<file path="src/rtl/ppa_pkg.sv">
package ppa_pkg;
  localparam int EXC_W  = 6;
  localparam int LVL_W  = 2;
  localparam int RANK_W = 3;

  typedef logic [RANK_W-1:0] rank_t;
  typedef logic [EXC_W-1:0]  exc_t;

  // Smaller rank wins. Levels 0..3 map onto ranks 3..6.
  localparam rank_t RANK_RSVD   = 3'd0;
  localparam rank_t RANK_NMI    = 3'd1;
  localparam rank_t RANK_HF     = 3'd2;
  localparam rank_t RANK_LVL0   = 3'd3;
  localparam rank_t RANK_THREAD = 3'd7;

  localparam exc_t EXC_THREAD = 6'd0;
  localparam exc_t EXC_NMI    = 6'd2;
  localparam exc_t EXC_HF     = 6'd3;
  localparam exc_t EXC_SVC    = 6'd11;
  localparam exc_t EXC_DEFER  = 6'd14;
  localparam exc_t EXC_TICK   = 6'd15;
  localparam int   IRQ_BASE   = 16;

  localparam int SYS2_WORD = 8;
  localparam int SYS3_WORD = 9;

  typedef struct packed {
    logic [LVL_W-1:0] svc;
    logic [LVL_W-1:0] defer;
    logic [LVL_W-1:0] tick;
  } sys_lvl_t;

  function automatic rank_t lvl_rank(input logic [LVL_W-1:0] lvl);
    return RANK_LVL0 + rank_t'(lvl);
  endfunction
endpackage

</file>
<file path="src/rtl/ppa_prio_regs.sv">
module ppa_prio_regs
  import ppa_pkg::*;
#(
  parameter int NUM_IRQ = 26,
  parameter int ADDR_W  = 4
) (
  input  logic                          clk,
  input  logic                          rst_n,
  input  logic                          we,
  input  logic [ADDR_W-1:0]             addr,
  input  logic [31:0]                   wdata,
  output logic [NUM_IRQ-1:0][LVL_W-1:0] irq_lvl,
  output sys_lvl_t                      sys_lvl,
  output logic [31:0]                   rdata
);
  localparam int BYTES_PER_WORD = 4;

  for (genvar gi = 0; gi < NUM_IRQ; gi++) begin : g_irq
    localparam int WORD = gi / BYTES_PER_WORD;
    localparam int LSB  = 8 * (gi % BYTES_PER_WORD) + 6;
    logic             wr_en;
    logic [LVL_W-1:0] lvl_d, lvl_q;

    always_comb begin
      wr_en = we && (addr == ADDR_W'(WORD));
      lvl_d = wdata[LSB +: LVL_W];
    end

    always_ff @(posedge clk or negedge rst_n) begin
      if (!rst_n)     lvl_q <= '0;
      else if (wr_en) lvl_q <= lvl_d;
    end

    assign irq_lvl[gi] = lvl_q;
  end

  logic     sys2_en, sys3_en;
  sys_lvl_t sys_d, sys_q;

  always_comb begin
    sys2_en = we && (addr == ADDR_W'(SYS2_WORD));
    sys3_en = we && (addr == ADDR_W'(SYS3_WORD));
    sys_d   = sys_q;
    if (sys2_en) sys_d.svc = wdata[31:30];
    if (sys3_en) begin
      sys_d.defer = wdata[23:22];
      sys_d.tick  = wdata[31:30];
    end
  end

  always_ff @(posedge clk or negedge rst_n) begin
    if (!rst_n)                 sys_q <= '0;
    else if (sys2_en || sys3_en) sys_q <= sys_d;
  end

  assign sys_lvl = sys_q;

  always_comb begin
    rdata = '0;
    for (int i = 0; i < NUM_IRQ; i++) begin
      if (addr == ADDR_W'(i / BYTES_PER_WORD))
        rdata[8 * (i % BYTES_PER_WORD) + 6 +: LVL_W] = irq_lvl[i];
    end
    if (addr == ADDR_W'(SYS2_WORD)) rdata[31:30] = sys_q.svc;
    if (addr == ADDR_W'(SYS3_WORD)) begin
      rdata[31:30] = sys_q.tick;
      rdata[23:22] = sys_q.defer;
    end
  end

  // a write to the supervisor-call word lands its top two bits
  p_svc_write_r4: assert property (@(posedge clk) disable iff (!rst_n)
    (we && addr == ADDR_W'(SYS2_WORD)) |=> (sys_lvl.svc == $past(wdata[31:30])));

  // a write elsewhere leaves the system levels alone
  p_sys_hold_r5: assert property (@(posedge clk) disable iff (!rst_n)
    !(we && (addr == ADDR_W'(SYS2_WORD) || addr == ADDR_W'(SYS3_WORD))) |=> $stable(sys_lvl));
endmodule

</file>
<file path="src/rtl/ppa_pending.sv">
module ppa_pending
  import ppa_pkg::*;
#(
  parameter int NUM_IRQ = 26
) (
  input  logic               clk,
  input  logic               rst_n,
  input  logic [NUM_IRQ-1:0] irq_set,
  input  logic               nmi_set,
  input  logic               svc_set,
  input  logic               defer_set,
  input  logic               tick_set,
  input  logic               clr_en,
  input  exc_t               clr_exc,
  output logic [NUM_IRQ-1:0] irq_pend,
  output logic               nmi_pend,
  output logic               svc_pend,
  output logic               defer_pend,
  output logic               tick_pend
);
  logic [NUM_IRQ-1:0] irq_clr, irq_d, irq_q;
  logic               nmi_d, svc_d, defer_d, tick_d;
  logic               nmi_q, svc_q, defer_q, tick_q;

  always_comb begin
    for (int i = 0; i < NUM_IRQ; i++)
      irq_clr[i] = clr_en && (clr_exc == EXC_W'(IRQ_BASE + i));
    // a set in the same cycle overrides the clear
    irq_d   = (irq_q & ~irq_clr) | irq_set;
    nmi_d   = (nmi_q   && !(clr_en && clr_exc == EXC_NMI))   || nmi_set;
    svc_d   = (svc_q   && !(clr_en && clr_exc == EXC_SVC))   || svc_set;
    defer_d = (defer_q && !(clr_en && clr_exc == EXC_DEFER)) || defer_set;
    tick_d  = (tick_q  && !(clr_en && clr_exc == EXC_TICK))  || tick_set;
  end

  always_ff @(posedge clk or negedge rst_n) begin
    if (!rst_n) begin
      irq_q   <= '0;
      nmi_q   <= 1'b0;
      svc_q   <= 1'b0;
      defer_q <= 1'b0;
      tick_q  <= 1'b0;
    end else begin
      irq_q   <= irq_d;
      nmi_q   <= nmi_d;
      svc_q   <= svc_d;
      defer_q <= defer_d;
      tick_q  <= tick_d;
    end
  end

  assign irq_pend   = irq_q;
  assign nmi_pend   = nmi_q;
  assign svc_pend   = svc_q;
  assign defer_pend = defer_q;
  assign tick_pend  = tick_q;

  // acknowledging the supervisor call drops its flag when no new request arrives
  p_ack_clears_r11: assert property (@(posedge clk) disable iff (!rst_n)
    (clr_en && clr_exc == EXC_SVC && !svc_set) |=> !svc_pend);

  // a request always leaves the flag set, even against a clear
  p_set_wins_r11: assert property (@(posedge clk) disable iff (!rst_n)
    nmi_set |=> nmi_pend);
endmodule

</file>
<file path="src/rtl/ppa_select.sv">
module ppa_select
  import ppa_pkg::*;
#(
  parameter int NUM_IRQ = 26
) (
  input  exc_t                          active_exc,
  input  logic                          mask_all,
  input  logic [NUM_IRQ-1:0]            irq_pend,
  input  logic [NUM_IRQ-1:0]            irq_enable,
  input  logic                          nmi_pend,
  input  logic                          svc_pend,
  input  logic                          defer_pend,
  input  logic                          tick_pend,
  input  logic [NUM_IRQ-1:0][LVL_W-1:0] irq_lvl,
  input  sys_lvl_t                      sys_lvl,
  output logic                          take_valid,
  output exc_t                          take_exc
);
  rank_t exec_rank, best;

  always_comb begin
    unique case (active_exc)
      EXC_THREAD: exec_rank = RANK_THREAD;
      EXC_NMI:    exec_rank = RANK_NMI;
      EXC_HF:     exec_rank = RANK_HF;
      EXC_SVC:    exec_rank = lvl_rank(sys_lvl.svc);
      EXC_DEFER:  exec_rank = lvl_rank(sys_lvl.defer);
      EXC_TICK:   exec_rank = lvl_rank(sys_lvl.tick);
      default:    exec_rank = RANK_RSVD;
    endcase
    for (int i = 0; i < NUM_IRQ; i++)
      if (active_exc == EXC_W'(IRQ_BASE + i)) exec_rank = lvl_rank(irq_lvl[i]);
    if (mask_all && exec_rank > RANK_LVL0) exec_rank = RANK_LVL0;

    // scan in ascending exception number; strict compare keeps the earlier one on ties
    best       = exec_rank;
    take_valid = 1'b0;
    take_exc   = EXC_THREAD;
    if (nmi_pend && RANK_NMI < best) begin
      best = RANK_NMI; take_valid = 1'b1; take_exc = EXC_NMI;
    end
    if (svc_pend && lvl_rank(sys_lvl.svc) < best) begin
      best = lvl_rank(sys_lvl.svc); take_valid = 1'b1; take_exc = EXC_SVC;
    end
    if (defer_pend && lvl_rank(sys_lvl.defer) < best) begin
      best = lvl_rank(sys_lvl.defer); take_valid = 1'b1; take_exc = EXC_DEFER;
    end
    if (tick_pend && lvl_rank(sys_lvl.tick) < best) begin
      best = lvl_rank(sys_lvl.tick); take_valid = 1'b1; take_exc = EXC_TICK;
    end
    for (int i = 0; i < NUM_IRQ; i++) begin
      if (irq_pend[i] && irq_enable[i] && lvl_rank(irq_lvl[i]) < best) begin
        best       = lvl_rank(irq_lvl[i]);
        take_valid = 1'b1;
        take_exc   = EXC_W'(IRQ_BASE + i);
      end
    end
  end
endmodule

</file>
<file path="src/rtl/prio_preempt_arb.sv">
module prio_preempt_arb
  import ppa_pkg::*;
#(
  parameter int NUM_IRQ = 26,
  parameter int ADDR_W  = 4
) (
  input  logic               clk,
  input  logic               rst_n,
  input  logic [NUM_IRQ-1:0] irq_pend_set,
  input  logic [NUM_IRQ-1:0] irq_enable,
  input  logic               nmi_req,
  input  logic               svc_req,
  input  logic               defer_req,
  input  logic               tick_req,
  input  logic [EXC_W-1:0]   active_exc,
  input  logic               mask_all,
  input  logic               cfg_we,
  input  logic [ADDR_W-1:0]  cfg_addr,
  input  logic [31:0]        cfg_wdata,
  output logic [31:0]        cfg_rdata,
  output logic               take_valid,
  output logic [EXC_W-1:0]   take_exc,
  input  logic               take_ack,
  output logic               wake
);
  // asynchronous assert, synchronous release
  logic [1:0] rst_sync_q;
  logic       rst_sync_n;

  always_ff @(posedge clk or negedge rst_n) begin
    if (!rst_n) rst_sync_q <= 2'b00;
    else        rst_sync_q <= {rst_sync_q[0], 1'b1};
  end
  assign rst_sync_n = rst_sync_q[1];

  logic [NUM_IRQ-1:0][LVL_W-1:0] irq_lvl;
  sys_lvl_t                      sys_lvl;
  logic [NUM_IRQ-1:0]            irq_pend;
  logic                          nmi_pend, svc_pend, defer_pend, tick_pend;
  logic                          accept;

  assign accept = take_ack && take_valid;

  ppa_prio_regs #(.NUM_IRQ(NUM_IRQ), .ADDR_W(ADDR_W)) i_regs (
    .clk(clk), .rst_n(rst_sync_n), .we(cfg_we), .addr(cfg_addr), .wdata(cfg_wdata),
    .irq_lvl(irq_lvl), .sys_lvl(sys_lvl), .rdata(cfg_rdata)
  );

  ppa_pending #(.NUM_IRQ(NUM_IRQ)) i_pend (
    .clk(clk), .rst_n(rst_sync_n), .irq_set(irq_pend_set), .nmi_set(nmi_req),
    .svc_set(svc_req), .defer_set(defer_req), .tick_set(tick_req),
    .clr_en(accept), .clr_exc(take_exc),
    .irq_pend(irq_pend), .nmi_pend(nmi_pend), .svc_pend(svc_pend),
    .defer_pend(defer_pend), .tick_pend(tick_pend)
  );

  ppa_select #(.NUM_IRQ(NUM_IRQ)) i_sel (
    .active_exc(active_exc), .mask_all(mask_all), .irq_pend(irq_pend),
    .irq_enable(irq_enable), .nmi_pend(nmi_pend), .svc_pend(svc_pend),
    .defer_pend(defer_pend), .tick_pend(tick_pend), .irq_lvl(irq_lvl),
    .sys_lvl(sys_lvl), .take_valid(take_valid), .take_exc(take_exc)
  );

  assign wake = take_valid;

  // the running exception is never offered to itself
  p_no_self_preempt_r7: assert property (@(posedge clk) disable iff (!rst_sync_n)
    take_valid |-> (take_exc != active_exc));

  // under the mask only the NMI gets through
  p_mask_nmi_only_r9: assert property (@(posedge clk) disable iff (!rst_sync_n)
    (mask_all && take_valid) |-> (take_exc == EXC_NMI));

  // while hard fault runs, only the NMI gets through
  p_hf_nmi_only_r10: assert property (@(posedge clk) disable iff (!rst_sync_n)
    (active_exc == EXC_HF && take_valid) |-> (take_exc == EXC_NMI));

  // every offer names an implemented exception
  p_legal_exc_r2: assert property (@(posedge clk) disable iff (!rst_sync_n)
    take_valid |-> (take_exc == EXC_NMI || take_exc == EXC_SVC || take_exc == EXC_DEFER ||
                    take_exc == EXC_TICK ||
                    (take_exc >= EXC_W'(IRQ_BASE) && take_exc < EXC_W'(IRQ_BASE + NUM_IRQ))));
endmodule

</file>
<file path="config.mk">
export PLATFORM = sky130hd
export DESIGN_NAME = prio_preempt_arb
export DESIGN_NICKNAME = d
export VERILOG_FILES = /design/src/rtl/ppa_pkg.sv /design/src/rtl/ppa_prio_regs.sv /design/src/rtl/ppa_pending.sv /design/src/rtl/ppa_select.sv /design/src/rtl/prio_preempt_arb.sv
export SDC_FILE = /design/constraint.sdc
export NUM_CORES = 1
export LEC_CHECK = 0
export BUFFER_PORTS_ARGS = -buffer_cell sky130_fd_sc_hd__buf_2
export CAP_MARGIN = 0
export CELL_PAD_IN_SITES_DETAIL_PLACEMENT = 1
export CELL_PAD_IN_SITES_GLOBAL_PLACEMENT = 1
export CORE_MARGIN = 2
export CORE_UTILIZATION = 35
export CTS_BUF_LIST = sky130_fd_sc_hd__clkbuf_8 sky130_fd_sc_hd__clkbuf_16
export CTS_CLUSTER_SIZE = 20
export DETAILED_ROUTE_END_ITERATION = 10
export GPL_TIMING_DRIVEN = 0
export PLACE_DENSITY_LB_ADDON = 0.1
export SYNTH_ARGS = -nofsm -noshare
export SYNTH_HDL_FRONTEND = slang
export SYNTH_SLANG_ARGS = --single-unit
</file>
<file path="constraint.sdc">
create_clock -name clk -period 30 [get_ports clk]
set_clock_uncertainty 0.2 [all_clocks]
set_input_delay 6 -clock clk [delete_from_list [all_inputs] [get_ports clk]]
set_output_delay 6 -clock clk [all_outputs]
set_load 0.05 [all_outputs]
</file>
==> results of run 1 <==
[timing repair]
| action | in CTS | in global routing |
|---|---|---|
| hold buffers | 0 | 0 |
| gates resized for setup | 5 | 43 |
| pin swaps | 0 | 6 |
| cloned | 0 | 0 |
| setup endpoints to repair | 7 | 8 |
| buffers inserted | 0 | 11 |
[final timing paths]
path                                           start             endpoint  depth (start not counted)  slack, ns
min                                    rst_sync_q[1]  i_pend.irq_pend[21]                          0       0.06
max in group asynchronous                      rst_n        rst_sync_q[1]                          1      24.30
max                                    active_exc[0]          take_exc[2]                         73       1.01
min in group clk                       rst_sync_q[0]        rst_sync_q[1]                          0       0.16
min reg2reg                            rst_sync_q[1]  i_pend.irq_pend[21]                          0       0.06
max reg2reg                i_regs.g_irq[10].lvl_q[0]   i_pend.irq_pend[6]                         74      12.00
[cell usage after synthesis, types with 10 or more instances]
cell / instances / area, µm²
a21o_1: 33 / 247.7
a21oi_1: 65 / 325.3
a31oi_1: 26 / 162.7
and2_1: 32 / 200.2
and3_1: 19 / 118.9
buf_2: 15 / 75.07
buf_4: 26 / 195.2
clkbuf_1: 24 / 90.09
dfrtp_1: 90 / 2252
ha_1: 38 / 475.5
inv_1: 110 / 412.9
mux2_2: 42 / 473.0
mux2i_1: 24 / 240.2
mux4_2: 12 / 270.3
nand2_1: 157 / 589.3
nand2b_1: 22 / 137.6
nand3_1: 60 / 300.3
nand4_1: 19 / 118.9
nor2_1: 92 / 345.3
nor2b_1: 21 / 131.4
nor3_1: 29 / 145.1
o2111ai_1: 13 / 113.9
o211a_1: 10 / 100.1
o211ai_1: 21 / 157.7
o21ai_0: 89 / 445.4
o221ai_1: 10 / 87.58
o22ai_1: 11 / 68.82
o31ai_1: 12 / 90.09
[flip-flops by register name, indices dropped and copies added, names as in the netlist]
register / cells
i_pend.defer_pend: 1
i_pend.irq_pend: 26
i_pend.nmi_pend: 1
i_pend.svc_pend: 1
i_pend.tick_pend: 1
i_regs.g_irq.lvl_q: 52
i_regs.sys_lvl: 6
rst_sync_q: 2
[kinds of logic after synthesis]
| kind of cell | after synthesis | synth area share, % |
|---|---|---|
| muxes | 79 | 9.151 |
| DFF | 90 | 20.72 |
| adders and majority gates | 48 | 5.306 |
| and+or+nand+nor | 529 | 25.55 |
| other | 2 | 0.06909 |
| AOI/OAI and AO/OA | 459 | 31.85 |
| buffers and inverters | 182 | 7.355 |
[per-stage QoR]
stage / area (µm²) / TNS, ns / util [%] / setup WS [ns]
6_report: 12590 / 0 / 41.17 / 1.006
3_5_place_dp: 11970 / -1.646 / 39.12 / -0.4562
2_1_floorplan: 10960 / 0 / - / 2.601
4_1_cts: 12280 / 0 / 40.15 / 0.01634
5_1_grt: 12590 / -0.1921 / 41.17 / -0.08774
3_3_place_gp: 11910 / -0.6529 / 38.94 / -0.3019
[worst reg2reg max path: cells and delay by family (launching register included)]
| family | cells | cell delay (ns) |
|---|---|---|
| mux | 4 | 1.03 |
| compound gates | 42 | 9.71 |
| buf+inv | 7 | 1.58 |
| simple gates | 15 | 3.27 |
| fa+ha+maj | 6 | 1.78 |
| flops | 1 | 0.33 |
[routing by layer]
metal  GRT usage (%)  vias up
li1                -     5501
met1           36.16     5889
met2           46.27      283
met3           3.961       66
met4           11.00        0
met5               0        -
[area by class of cell]
class	count	area (µm²)	area share (%)
Buffer	70	394.1	3.130
Clock buffer	9	225.2	1.788
Clock inverter	7	70.07	0.5564
Inverter	112	420.4	3.338
Multi-Input combinational cell	1140	8147	64.69
Sequential cell	90	2256	17.91
Tap cell	396	495.5	3.934
Timing Repair Buffer	106	585.6	4.650
==> run summary, run 1 <==
Outcome -> completed
Fillers -> 3809
Min-delay worst type -> register to async pin
Crit-path max FO -> 10
Max-Cap Viols -> 0
Layout cells sized above 1 -> 20.80%
GRT Total Usage -> 27.76%
Syn avg cell area -> 7.826 µm²
Rows -> 64
Top Layer Used -> met4
Final hold vios -> 0
CTS max path bufs -> 2
Gate family responsible for the most delay along the worst path -> compound AO/OA/AOI/OAI gates
Routed len/inst -> 24.01 µm
Period Utilization, post-route -> 96.65%
Post-synth EDFFs -> 0
Fin nets -> 1670
Hpwl dp -> 37.29 mm
Ys async rst share -> 100.0%
Worst-Skew Late Latency -> 0.38 ns
Global-route wire length before repair -> 69.96 mm
Commonest non-fill, non-tap cells in the layout -> nand2_1 (157), inv_1 (110), buf_2 (102)
Commonest non-fill, non-tap cell in the layout -> nand2_1
Yosys reg bits -> 90
Cell Area, Synth -> 0.01087 mm²
Area Overhead vs Synth -> 15.85%
DIE WIDTH -> 180.2 µm
Arrival @ worst endpoint -> 22.79 ns
WP data required -> 23.80 ns
Met3 WL -> 2.048 mm
Vias -> 11740
DP Cell Count -> 1903
Wl on met1 -> 20.49 mm
CTS root buffer -> clkbuf_16
Initial DRC count -> 648
Least-Margin Pin Slew -> 1.205 ns
# diodes -> 0
First-pass DRT Iterations -> 5
Top cell by count, worst path -> nand2_1
Die Y -> 180.2 µm
Max Fclk -> 0.03449 GHz
Reg clk slew, reported paths -> 0.09 ns
Clock sinks -> 90
Worst Setup Start Kind -> input port
Die area -> 0.03248 mm²
Synth Flop Type -> dfrtp_1
Placer congestion estimate -> 0.9383
# DRC -> 0
Crit path time final -> 28.99 ns
Met2 wire length -> 22.07 mm
Gate Count Post-Synth -> 1389
Fin Hold WS -> 0.06021 ns
Slowest CP cell -> a2111oi_4
Fin. max-slew vios -> 0
Initial Util -> 35.54%
Final WL -> 46.34 mm
Worst Setup End Kind -> output port
Vias in the first global route -> 11610
Critical path's largest stage delay -> 0.49 ns
Antenna-violating nets left -> 0
Via-to-Cell Ratio -> 6.082
Crit path buffers/inverters -> 8
Cell variety after synth -> 118
CTS tree -> yes
Crit Path Class -> input port to output port
Io pins -> 143
Initial antenna violation count -> 0
Seq/Total Area, Yosys -> 20.72%
Largest net degree at the start of global routing -> 67
CTS H-Tree Depth -> 3
GR Overflow Total -> 0
I/O Buffers -> 92
Total CTS buffers -> 9
Final Non-Filler Cells -> 1930
Core ar. -> 0.03059 mm²
# setup viols final -> 0
Rel. slew slack -> 19.33%
Yosys warning count -> 0
Power of run 1 is not shown: default switching activity piles up to over one toggle a cycle in this logic, so the estimate is an artifact.
==> inputs of run 2 (changes only) <==
--- a/config.mk
+++ b/config.mk
@@ -12,9 +12,11 @@
 export CORE_MARGIN = 2
 export CORE_UTILIZATION = 35
 export CTS_BUF_LIST = sky130_fd_sc_hd__clkbuf_8 sky130_fd_sc_hd__clkbuf_16
+export CTS_CLUSTER_DIAMETER = 80
 export CTS_CLUSTER_SIZE = 20
 export DETAILED_ROUTE_END_ITERATION = 10
 export GPL_TIMING_DRIVEN = 0
+export MAX_ROUTING_LAYER = met4
 export PLACE_DENSITY_LB_ADDON = 0.1
 export SYNTH_ARGS = -nofsm -noshare
 export SYNTH_HDL_FRONTEND = slang
==> run summary, run 2 (synthesized netlist as in run 1, its figures left out) <==
Crit Path Class -> input port to output port
Clock sinks -> 90
Final Non-Filler Cells -> 1925
Crit path buffers/inverters -> 9
Vias in the first global route -> 11640
# diodes -> 0
Antenna-violating nets left -> 0
Via-to-Cell Ratio -> 6.087
Hold_buf cts -> 0
Crit path time final -> 29.00 ns
Io pins -> 143
Top reg by flops -> i_regs.g_irq.lvl_q
Period Utilization, post-route -> 96.66%
Hpwl dp -> 37.13 mm
Commonest non-fill, non-tap cell in the layout -> nand2_1
Max Fclk -> 0.03449 GHz
Outcome -> completed
Die Y -> 180.2 µm
Layout cells sized above 1 -> 20.47%
Total CTS buffers -> 9
Initial antenna violation count -> 0
CP Depth -> 74
GRT Total Usage -> 28.53%
Gate family responsible for the most delay along the worst path -> compound AO/OA/AOI/OAI gates
Rows -> 64
WP data required -> 23.80 ns
DIE WIDTH -> 180.2 µm
Setup TNS -> 0 ns
Min-delay worst type -> register to async pin
DP Area -> 0.01196 mm²
CTS tree -> yes
RR Startpoint -> i_regs.g_irq[10].lvl_q[0]
Rel. slew slack -> 17.55%
Die area -> 0.03248 mm²
Fin nets -> 1665
Core ar. -> 0.03059 mm²
Max-Cap Viols -> 0
CTS root buffer -> clkbuf_16
GR Overflow Total -> 0
# DRC -> 0
Initial Util -> 35.54%
Crit-path max FO -> 10
Final WL -> 46.13 mm
I/O Buffers -> 92
Placer congestion estimate -> 0.9497
Origin of the worst setup path -> active_exc[0]
Cells on worst reg2reg path -> 77
Initial DRC count -> 758
Reg clk slew, reported paths -> 0.08 ns
Area Overhead vs Synth -> 15.84%
CTS H-Tree Depth -> 3
Least-Margin Pin Slew -> 1.220 ns
Critical path's largest stage delay -> 0.48 ns
Slowest CP cell -> or3_1
Max reg flops -> 52
Commonest non-fill, non-tap cells in the layout -> nand2_1 (156), inv_1 (110), buf_2 (102)
Routed len/inst -> 23.96 µm
# setup viols final -> 0
Fin. max-slew vios -> 0
Worst Setup Start Kind -> input port
CTS max path bufs -> 2
First-pass DRT Iterations -> 5
Global-route wire length before repair -> 69.75 mm
Largest net degree at the start of global routing -> 65
Arrival @ worst endpoint -> 22.80 ns
Final hold vios -> 0
Vias -> 11720
Worst Setup End Kind -> output port
DP Cell Count -> 1902
Worst-Skew Late Latency -> 0.38 ns
Post-Layout Inst Area -> 0.01259 mm²
[run 2: changes by cell type in the layout (fill, tap and decap cells not counted), sizes merged]
cell and delta:
bufinv +1, clkbuf +1, clkinvlp -1, buf -6
[run 2: metal layers]
layer	up-vias	track usage, %	part of all wire [%]
li1	5475	-	-
met1	5908	36.49	45
met2	287	46.75	48
met3	48	3.496	4.2
met4	0	9.484	3.2
met5	-	-	0
[run 2: stage by stage]
stage | hold slack [ns] | worst slack, ns | utilization [%]
floorplan | 0.1312 | 2.601 | -
global placement | 0.1349 | -0.2812 | 38.94
detailed placement | 0.09865 | -0.5533 | 39.09
CTS | 0.09667 | 0.05750 | 40.19
global route | 0.1098 | -0.09967 | 41.16
finish | 0.07276 | 1.003 | 41.16
[run 2: worst paths after layout]
path	to	slack, ns
setup / recovery	take_exc[2]	1.00
hold / removal	i_pend.irq_pend[19]	0.07
setup reg to reg	i_pend.irq_pend[6]	11.95
hold reg to reg	i_pend.irq_pend[19]	0.07
max in group asynchronous	rst_sync_q[1]	24.29
min in group clk	rst_sync_q[1]	0.16
[run 2: layout make-up]
class / count / area [µm²]
buffer: 70 / 394.1
clock buffer: 9 / 225.2
clock inverter: 7 / 85.08
fill: 3763 / 18000
inverter: 112 / 420.4
multi-input combinational: 1140 / 8168
sequential: 90 / 2256
tap: 396 / 495.5
timing repair buffer: 101 / 548.0
[run 2: timing repair]
action | 4_1_cts | 5_1_grt
setup buffers | 0 | 7
gates resized for setup | 5 | 44
endpoints found under the setup margin | 7 | 8
pin swaps | 0 | 6
Power of run 2 is left out for the same reason.
